### config.mk
export PLATFORM = sky130hd
export DESIGN_NAME = host_wr_combiner
export DESIGN_NICKNAME = d
export VERILOG_FILES = /design/src/rtl/hwc_pkg.sv /design/src/rtl/hwc_strobe.sv /design/src/rtl/hwc_stage.sv /design/src/rtl/hwc_rdlatch.sv /design/src/rtl/host_wr_combiner.sv
export SDC_FILE = /design/constraint.sdc
export NUM_CORES = 1
export LEC_CHECK = 0
export ABC_AREA = 1
export BUFFER_PORTS_ARGS = -buffer_cell sky130_fd_sc_hd__buf_4
export CAP_MARGIN = 20
export CORE_AREA = 2 2 95 97
export DETAILED_ROUTE_END_ITERATION = 12
export DIE_AREA = 0 0 97 99
export GPL_ROUTABILITY_DRIVEN = 0
export PLACE_DENSITY = 0.9
export SETUP_SLACK_MARGIN = 0.5
export SLEW_MARGIN = 20
export SYNTH_ARGS = -nofsm -noshare
export SYNTH_HDL_FRONTEND = slang
export SYNTH_SLANG_ARGS = --single-unit
export TNS_END_PERCENT = 50
### constraint.sdc
create_clock -name clk -period 4.09 [get_ports clk]
set_input_delay 0.818 -clock clk [delete_from_list [all_inputs] [get_ports clk]]
set_output_delay 0.818 -clock clk [all_outputs]
set_load 0.01 [all_outputs]
### src/rtl/hwc_pkg.sv
package hwc_pkg;

    typedef enum logic [1:0] {
        ST_IDLE     = 2'd0,
        ST_WCOMMIT  = 2'd1,
        ST_RFETCH   = 2'd2
    } hwc_state_e;

endpackage

### src/rtl/hwc_strobe.sv
module hwc_strobe (
    input  logic clk,
    input  logic rst_n,
    input  logic cs_n,
    input  logic rd_n,
    input  logic wr_n,
    output logic wr_go,
    output logic rd_go
);
    logic wr_act, rd_act;
    logic wr_prev_q, rd_prev_q;

    assign wr_act = !cs_n && !wr_n;
    assign rd_act = !cs_n && !rd_n;

    always_ff @(posedge clk) begin
        if (!rst_n) begin
            wr_prev_q <= 1'b0;
            rd_prev_q <= 1'b0;
        end else begin
            wr_prev_q <= wr_act;
            rd_prev_q <= rd_act;
        end
    end

    // one pulse at the start of each strobe
    assign wr_go = wr_act && !wr_prev_q;
    assign rd_go = rd_act && !rd_prev_q;
endmodule

### src/rtl/hwc_stage.sv
module hwc_stage #(
    parameter int WAW = 9,
    parameter int HDW = 16
) (
    input  logic           clk,
    input  logic           rst_n,
    input  logic           load,
    input  logic           clear,
    input  logic [WAW-1:0] load_addr,
    input  logic [HDW-1:0] load_data,
    output logic           vld,
    output logic [WAW-1:0] addr,
    output logic [HDW-1:0] data
);
    always_ff @(posedge clk) begin
        if (!rst_n) begin
            vld  <= 1'b0;
            addr <= '0;
            data <= '0;
        end else if (load) begin
            vld  <= 1'b1;
            addr <= load_addr;
            data <= load_data;
        end else if (clear) begin
            vld  <= 1'b0;
        end
    end
endmodule

### src/rtl/hwc_rdlatch.sv
module hwc_rdlatch #(
    parameter int WAW = 9,
    parameter int HDW = 16
) (
    input  logic           clk,
    input  logic           rst_n,
    input  logic           load,
    input  logic           inval,
    input  logic [WAW-1:0] load_addr,
    input  logic [HDW-1:0] load_data,
    output logic           vld,
    output logic [WAW-1:0] addr,
    output logic [HDW-1:0] data
);
    always_ff @(posedge clk) begin
        if (!rst_n) begin
            vld  <= 1'b0;
            addr <= '0;
            data <= '0;
        end else if (load) begin
            vld  <= 1'b1;
            addr <= load_addr;
            data <= load_data;
        end else if (inval) begin
            vld  <= 1'b0;
        end
    end
endmodule

### src/rtl/host_wr_combiner.sv
module host_wr_combiner
    import hwc_pkg::*;
#(
    parameter int HADDR_W = 11,
    parameter int HDATA_W = 16
) (
    input  logic                   clk,
    input  logic                   rst_n,
    input  logic                   host_cs_n,
    input  logic                   host_rd_n,
    input  logic                   host_wr_n,
    input  logic [HADDR_W-1:1]     host_addr,
    input  logic [HDATA_W-1:0]     host_wdata,
    output logic [HDATA_W-1:0]     host_rdata,
    output logic                   host_rdy,
    output logic                   host_err,
    output logic                   ib_req,
    output logic                   ib_we,
    output logic [HADDR_W-3:0]     ib_addr,
    output logic [2*HDATA_W-1:0]   ib_wdata,
    input  logic [2*HDATA_W-1:0]   ib_rdata,
    input  logic                   ib_ack
);
    localparam int WAW = HADDR_W - 2;
    localparam int IDW = 2 * HDATA_W;

    hwc_state_e state_q, state_d;

    logic           wr_go, rd_go, wr_take, rd_take;
    logic           upper;
    logic [WAW-1:0] word;
    logic           stg_vld, stg_hit, commit;
    logic [WAW-1:0] stg_addr;
    logic [HDATA_W-1:0] stg_data;
    logic           rl_vld, rl_hit, rl_load, rl_inval;
    logic [WAW-1:0] rl_addr;
    logic [HDATA_W-1:0] rl_data;
    logic           rd_upper_q;
    logic [WAW-1:0] addr_q;
    logic [IDW-1:0] wdata_q;
    logic [HDATA_W-1:0] rdata_q;
    logic           err_q;

    hwc_strobe u_strobe (
        .clk   (clk),
        .rst_n (rst_n),
        .cs_n  (host_cs_n),
        .rd_n  (host_rd_n),
        .wr_n  (host_wr_n),
        .wr_go (wr_go),
        .rd_go (rd_go)
    );

    assign upper   = host_addr[1];
    assign word    = host_addr[HADDR_W-1:2];
    assign wr_take = wr_go && (state_q == ST_IDLE);
    assign rd_take = rd_go && !wr_go && (state_q == ST_IDLE);
    assign stg_hit = stg_vld && (stg_addr == word);
    assign rl_hit  = rl_vld && (rl_addr == word);
    assign commit  = wr_take && upper && stg_hit;

    hwc_stage #(.WAW(WAW), .HDW(HDATA_W)) u_stage (
        .clk       (clk),
        .rst_n     (rst_n),
        .load      (wr_take && !upper),
        .clear     (commit),
        .load_addr (word),
        .load_data (host_wdata),
        .vld       (stg_vld),
        .addr      (stg_addr),
        .data      (stg_data)
    );

    assign rl_load  = (state_q == ST_RFETCH) && ib_ack && !rd_upper_q;
    assign rl_inval = commit && rl_hit;

    hwc_rdlatch #(.WAW(WAW), .HDW(HDATA_W)) u_rdlatch (
        .clk       (clk),
        .rst_n     (rst_n),
        .load      (rl_load),
        .inval     (rl_inval),
        .load_addr (addr_q),
        .load_data (ib_rdata[HDATA_W-1:0]),
        .vld       (rl_vld),
        .addr      (rl_addr),
        .data      (rl_data)
    );

    // state register
    always_ff @(posedge clk) begin
        if (!rst_n) state_q <= ST_IDLE;
        else        state_q <= state_d;
    end

    // next state
    always_comb begin
        state_d = state_q;
        unique case (state_q)
            ST_IDLE: begin
                if (commit)
                    state_d = ST_WCOMMIT;
                else if (rd_take && !(upper && rl_hit))
                    state_d = ST_RFETCH;
            end
            ST_WCOMMIT: if (ib_ack) state_d = ST_IDLE;
            ST_RFETCH:  if (ib_ack) state_d = ST_IDLE;
            default:    state_d = ST_IDLE;
        endcase
    end

    // datapath registers
    always_ff @(posedge clk) begin
        if (!rst_n) begin
            addr_q     <= '0;
            wdata_q    <= '0;
            rd_upper_q <= 1'b0;
            rdata_q    <= '0;
            err_q      <= 1'b0;
        end else begin
            if (commit) begin
                addr_q  <= word;
                wdata_q <= {stg_data, host_wdata};
            end
            if (wr_take && upper && !stg_hit)
                err_q <= 1'b1;
            if (rd_take) begin
                addr_q     <= word;
                rd_upper_q <= upper;
                if (upper && rl_hit)
                    rdata_q <= rl_data;
            end
            if (state_q == ST_RFETCH && ib_ack)
                rdata_q <= rd_upper_q ? ib_rdata[HDATA_W-1:0]
                                      : ib_rdata[IDW-1:HDATA_W];
        end
    end

    // outputs
    always_comb begin
        host_rdy = (state_q == ST_IDLE);
        ib_req   = (state_q != ST_IDLE);
        ib_we    = (state_q == ST_WCOMMIT);
    end

    assign ib_addr    = addr_q;
    assign ib_wdata   = wdata_q;
    assign host_rdata = rdata_q;
    assign host_err   = err_q;
endmodule

### Word-level counts from Yosys, hierarchy flattened

Index checks and enable logic that the tools add are counted.

| storage, ports and cells | value |
|---|---|
| register bits | 115 |
| input port bits | 64 |
| output and inout port bits | 61 |

| operators by class | value |
|---|---|
| equality and inequality tests | 6 |
| mux-type cells | 14 |
| reduce and logical (&&, ||, !) cells | 38 |

Operators with widths:

| operator | count |
|---|---|
| two-way mux 16 bit | 4 |
| equality test 9 bit | 2 |
| logical AND 1 bit | 18 |
| two-way mux 9 bit | 2 |
| nonzero test 2 bit | 6 |
| logical NOT 1 bit | 10 |
| two-way mux 2 bit | 3 |
| two-way mux 1 bit | 4 |
| case mux 2 bit (2 select lines) | 1 |
| AND reduction 2 bit | 2 |
| inequality test 3 x 1 -> 1 bit, second input constant | 1 |
| equality test 2 x 1 -> 1 bit, second input constant | 1 |
| equality test 2 bit, second input constant | 1 |
| logical NOT 2 bit | 1 |
| inequality test 2 x 1 -> 1 bit, second input constant | 1 |
| OR reduction 2 bit | 1 |

### Logic depth before layout (Yosys ltp)

| depth | value |
|---|---|
| word-level depth | 10 |
| depth in mapped cells | 13 |
| depth with buffers taken out | 12 |

### Hierarchy

From an unflattened synthesis, not the netlist that was laid out.

| second synthesis, totals | value |
|---|---|
| cells, all modules | 670 |
| area, all modules | 4,789.6 µm² |

By module, submodules not included:

| module | times used | cells each | area each (µm²) |
|---|---|---|---|
| host_wr_combiner | 1 | 434 | 2,915.3 |
| hwc_rdlatch | 1 | 112 | 898.4 |
| hwc_stage | 1 | 112 | 898.4 |
| hwc_strobe | 1 | 12 | 77.6 |

### Worst setup path before layout

No wires, ideal clock.

| timing path | value |
|---|---|
| kind | input port to flip-flop |
| start point | input host_cs_n |
| end point | register rdata_q[13] (netlist: host_rdata[13]) |
| arrival time | 1,786 ps |
| setup slack | 2,191 ps |
| stages | 9 |
| buffers on the path | 1 |
| cells stage by stage | nor3_1 > nand3_2 > nor2_1 > nand2_1 > nand2_2 > buf_6 > nand2_1 > nand2_1 > nor2_1 |

| on the way | value |
|---|---|
| cells in the longest elaborated chain, start to end | 8 |
| elaborated cells on any way between the ends | 10 |

RTL lines:

| element | line | RTL |
|---|---|---|
| from (decl) | host_wr_combiner.sv:9 | `input logic host_cs_n,` |
| logical NOT 1 bit (*) | hwc_strobe.sv:13, hwc_strobe.sv:14 |  |
| logical AND 1 bit | hwc_strobe.sv:13 | `assign wr_act = !cs_n && !wr_n;` |
| logical AND 1 bit | hwc_strobe.sv:27 | `assign wr_go = wr_act && !wr_prev_q;` |
| logical NOT 1 bit | host_wr_combiner.sv:57 | `assign rd_take = rd_go && !wr_go && (state_q == ST_IDLE);` |
| logical AND 1 bit (*) (2 in a row) | host_wr_combiner.sv:57 |  |
| nonzero test 2 bit (no source line) (*) | n/a |  |
| AND reduction 2 bit (no source line) (*) | n/a |  |
| to (signal assigned) | host_wr_combiner.sv:130 | `rdata_q <= rl_data;` |
| to (signal assigned) | host_wr_combiner.sv:133 | `rdata_q <= rd_upper_q ? ib_rdata[HDATA_W-1:0]` |
| to (decl) | host_wr_combiner.sv:41 | `logic [HDATA_W-1:0] rdata_q;` |

Mark *: on every way between the ends. The rest lies on a longest branch, timed or not.
A chain may end at the register's enable or synchronous reset.

### Final worst setup path

| timing path | value |
|---|---|
| start point | register state_q[0] |
| end point | register wdata_q[25] (netlist: ib_wdata[25]) |

| on the way | value |
|---|---|
| cells in the longest elaborated chain, start to end | 4 |

RTL lines:

| element | line | RTL |
|---|---|---|
| from (decl) | host_wr_combiner.sv:27 | `hwc_state_e state_q, state_d;` |
| from (signal assigned) | host_wr_combiner.sv:92 | `else state_q <= state_d;` |
| logical NOT 2 bit | host_wr_combiner.sv:56 | `assign wr_take = wr_go && (state_q == ST_IDLE);` |
| logical AND 1 bit | host_wr_combiner.sv:56 |  |
| logical AND 1 bit (2 in a row) | host_wr_combiner.sv:60 | `assign commit = wr_take && upper && stg_hit;` |
| to (signal assigned) | host_wr_combiner.sv:122 | `wdata_q <= {stg_data, host_wdata};` |
| to (decl) | host_wr_combiner.sv:40 | `logic [IDW-1:0] wdata_q;` |

Every way passes these cells.

==> reports/metrics.csv <==
stage,metric,value,unit
power,seqPwrFrac,0.391,
detailed_routing,viasPerCell,5.28,
final_layout,final_common_cell,nor2_1,
synthesis,post-synth-top-area-cell,dfxtp_1,
timing,period_share,0.642,
power,ir_drop,0.000299,V
grt,grt_pass1_vias,4435,
power,power_frac_clock,0.481,
floorplan,die_height,99,microns
floorplan,die_w,97,microns
timing,setup_violations,0,
grt,grt_pass1_wl,20400,microns
synthesis,syn-num-nets,715,
synthesis,yosysSeqAreaShare,0.487,
detailed_routing,drtAntennaViolNets,0,
synthesis,avgSynthCellArea,7.30,sq um
power,power,3.19,mW
clock_network,h-tree-depth,4,
clock_network,cts.repair.resized,0,
clock_network,clk_path_buf_depth,2,
placed_design,place_area,5630,sq um
final_layout,final_area,6250,sq um
clock_network,clkLatencyLatePin,0.49,ns
synthesis,synth.distinct_cells,31,
synthesis,synth_top_cell_area_share,0.487,
grt,grt_remaining_overflow,0,
final_layout,drive_above_1_share,0.221,
synthesis,synth_compound_area_frac,0.201,
detailed_routing,first_pass_iters,6,
final_layout,instances_no_fill,877,
final_layout,layout_common_cells,"nor2_1, buf_4, dfxtp_1",
floorplan,start_util,0.553,
synthesis,syn-cell-area,4730,sq um
grt,grt_use_total,0.256,
synthesis,synth-xor-area-share,0.00925,
detailed_routing,drt_wl_total,12100,microns
final_layout,area_delta_synth_final,32.1,%
clock_network,post_cts_buffers,0,
timing,timing.final.ws_setup,1.46,ns
clock_network,clk_pin_slew,0.06,ns
placed_design,dp_worst_setup_slack,1.20,ns
synthesis,synth-seq-cells,115,
outcome,status,completed,
placed_design,place_inst,845,
placed_design,hpwl,7810,microns
synthesis,synth_adder_area_share,0.00793,
power,switching_share,0.248,
detailed_routing,vias,4630,
synthesis,synth_simple_gate_area_share,0.208,
clock_network,cts_tree,done,
worst_setup_path,crit_required,4.50,ns
timing,timing.fmax,0.381,GHz
clock_network,cts-buffers-inserted,17,
timing,rsz0062_at_grt,no,
worst_setup_path,worstSetupStartpointType,flip-flop,
clock_network,cts_hold_buf,0,
floorplan,design.core.area,8550,sq um
timing,fin_skew,0.0150,ns
power,p_leak,2.85,nW
synthesis,yosysWarnings,0,
floorplan,die_area,9600,sq um
worst_setup_path,end_kind,flip-flop,
power,power.share.combinational,0.127,
detailed_routing,drt_iter0_markers,302,
floorplan,io_pins,125,
grt,antenna_found_initial,0,
power,switchingPower,0.791,mW
worst_setup_path,worstPathMaxFanout,48,
flow_run,max-cap-violations,0,
timing,whs,0.459,ns
detailed_routing,routedWlPerCell,13.8,microns
timing,period_needed,2.63,ns
clock_network,cts-root-buf,clkbuf_8,
synthesis,synthMuxAreaShare,0,
power,internal-power,2.40,mW
final_layout,fin_util,0.731,
grt,grt_max_degree,106,
floorplan,num_rows,34,
synthesis,yosys-top-cells-area,"dfxtp_1, nor2_1, o21ai_0",
placed_design,port_buffers,124,
detailed_routing,drc_errors,0,
final_layout,num_antenna_cells,0,
worst_hold_path,hold_path_class,flip-flop to flip-flop,
worst_setup_path,path_class,flip-flop to flip-flop,
synthesis,synth_top_family_by_area,simple AND/OR/NAND/NOR gates,
clock_network,cts.sinks,115,
final_layout,final_nets,823,
power,power_density,510,nW/um^2
timing,finalMaxSlewViolations,0,
timing,slew_headroom,0.426,
timing,worst_pin_slew,0.860,ns
synthesis,synth_cells,648,
timing,hold_viol,0,
timing,tns,0,ns
worst_setup_path,arrival,3.04,ns
-- power by group through the flow --
stage	combinational, mW	clock [mW]	sequential, mW
2_1_floorplan	0.246	0	1.27
3_3_place_gp	0.388	0	1.27
3_5_place_dp	0.401	0	1.27
4_1_cts	0.406	1.55	1.25
5_1_grt	0.456	1.62	1.26
6_report	0.406	1.53	1.25
-- state kept, by name, indices dropped and copies added, names as in the netlist --
signal	cells
u_stage.vld	1
u_rdlatch.addr	9
state_q	2
ib_addr	9
u_strobe.rd_prev_q	1
u_stage.data	16
u_rdlatch.data	16
u_rdlatch.vld	1
u_strobe.wr_prev_q	1
u_stage.addr	9
host_rdata	16
host_err	1
rd_upper_q	1
ib_wdata	32
-- logic make-up after synthesis --
logic type                 count (synthesis)
buffers and inverters                     96
xor gates and xnor gates                   5
AOI/OAI and AO/OA                        183
and+or+nand+nor                          246
DFF                                      115
adders and majority gates                  3
-- final timing paths --
check / start / to / slack [ns] / cells after the start
max: state_q[0] / ib_wdata[25] / 1.46 / 9
min: u_stage.data[4] / u_stage.data[4] / 0.46 / 2
max reg2reg: state_q[0] / ib_wdata[25] / 1.46 / 9
min reg2reg: u_stage.data[4] / u_stage.data[4] / 0.46 / 2
-- area by class of cell --
cell class | instances | area, sq um
sequential | 115 | 2300
fill | 619 | 2300
multi-input combinational | 437 | 2010
timing repair buffer | 128 | 961
clock buffer | 20 | 445
inverter | 57 | 214
clock inverter | 12 | 180
tap | 108 | 135
-- cell usage after synthesis --
| library cell | instances |
|---|---|
| a31oi_1 | 1 |
| buf_2 | 6 |
| buf_8 | 1 |
| ha_1 | 3 |
| o21ai_2 | 1 |
| a21oi_2 | 1 |
| buf_1 | 2 |
| a21oi_1 | 81 |
| xnor2_1 | 5 |
| nand2_2 | 1 |
| nand3_2 | 2 |
| nand3_1 | 4 |
| and2_1 | 1 |
| nand2_1 | 99 |
| dfxtp_1 | 115 |
| inv_1 | 54 |
| clkbuf_1 | 24 |
| inv_2 | 3 |
| nor2_2 | 1 |
| o21ai_1 | 1 |
| nor3_1 | 3 |
| o21ai_0 | 88 |
| nor2_1 | 130 |
| buf_6 | 4 |
| buf_4 | 2 |
| a22oi_1 | 8 |
| o211ai_1 | 2 |
| or2_0 | 1 |
| nand2_8 | 1 |
| nand4_1 | 2 |
| nor3_2 | 1 |
-- routing by layer --
metal	GRT usage	vias to the layer above	wire (microns)
li1	-	2294	-
met1	0.307	2106	4990
met2	0.431	205	5830
met3	0.0879	25	1020
met4	0.0888	0	246
met5	0	-	0
-- critical path: stages, from the launching register on --
cell and delay, ns:
dfxtp_1 0.32, inv_1 0.08, ha_1 0.27, inv_1 0.12
nor3_2 0.27, nand3_2 0.47, inv_1 0.22, buf_4 0.40
o21ai_0 0.15, a21oi_1 0.22
No activity file was read; power rests on OpenSTA's default activity.
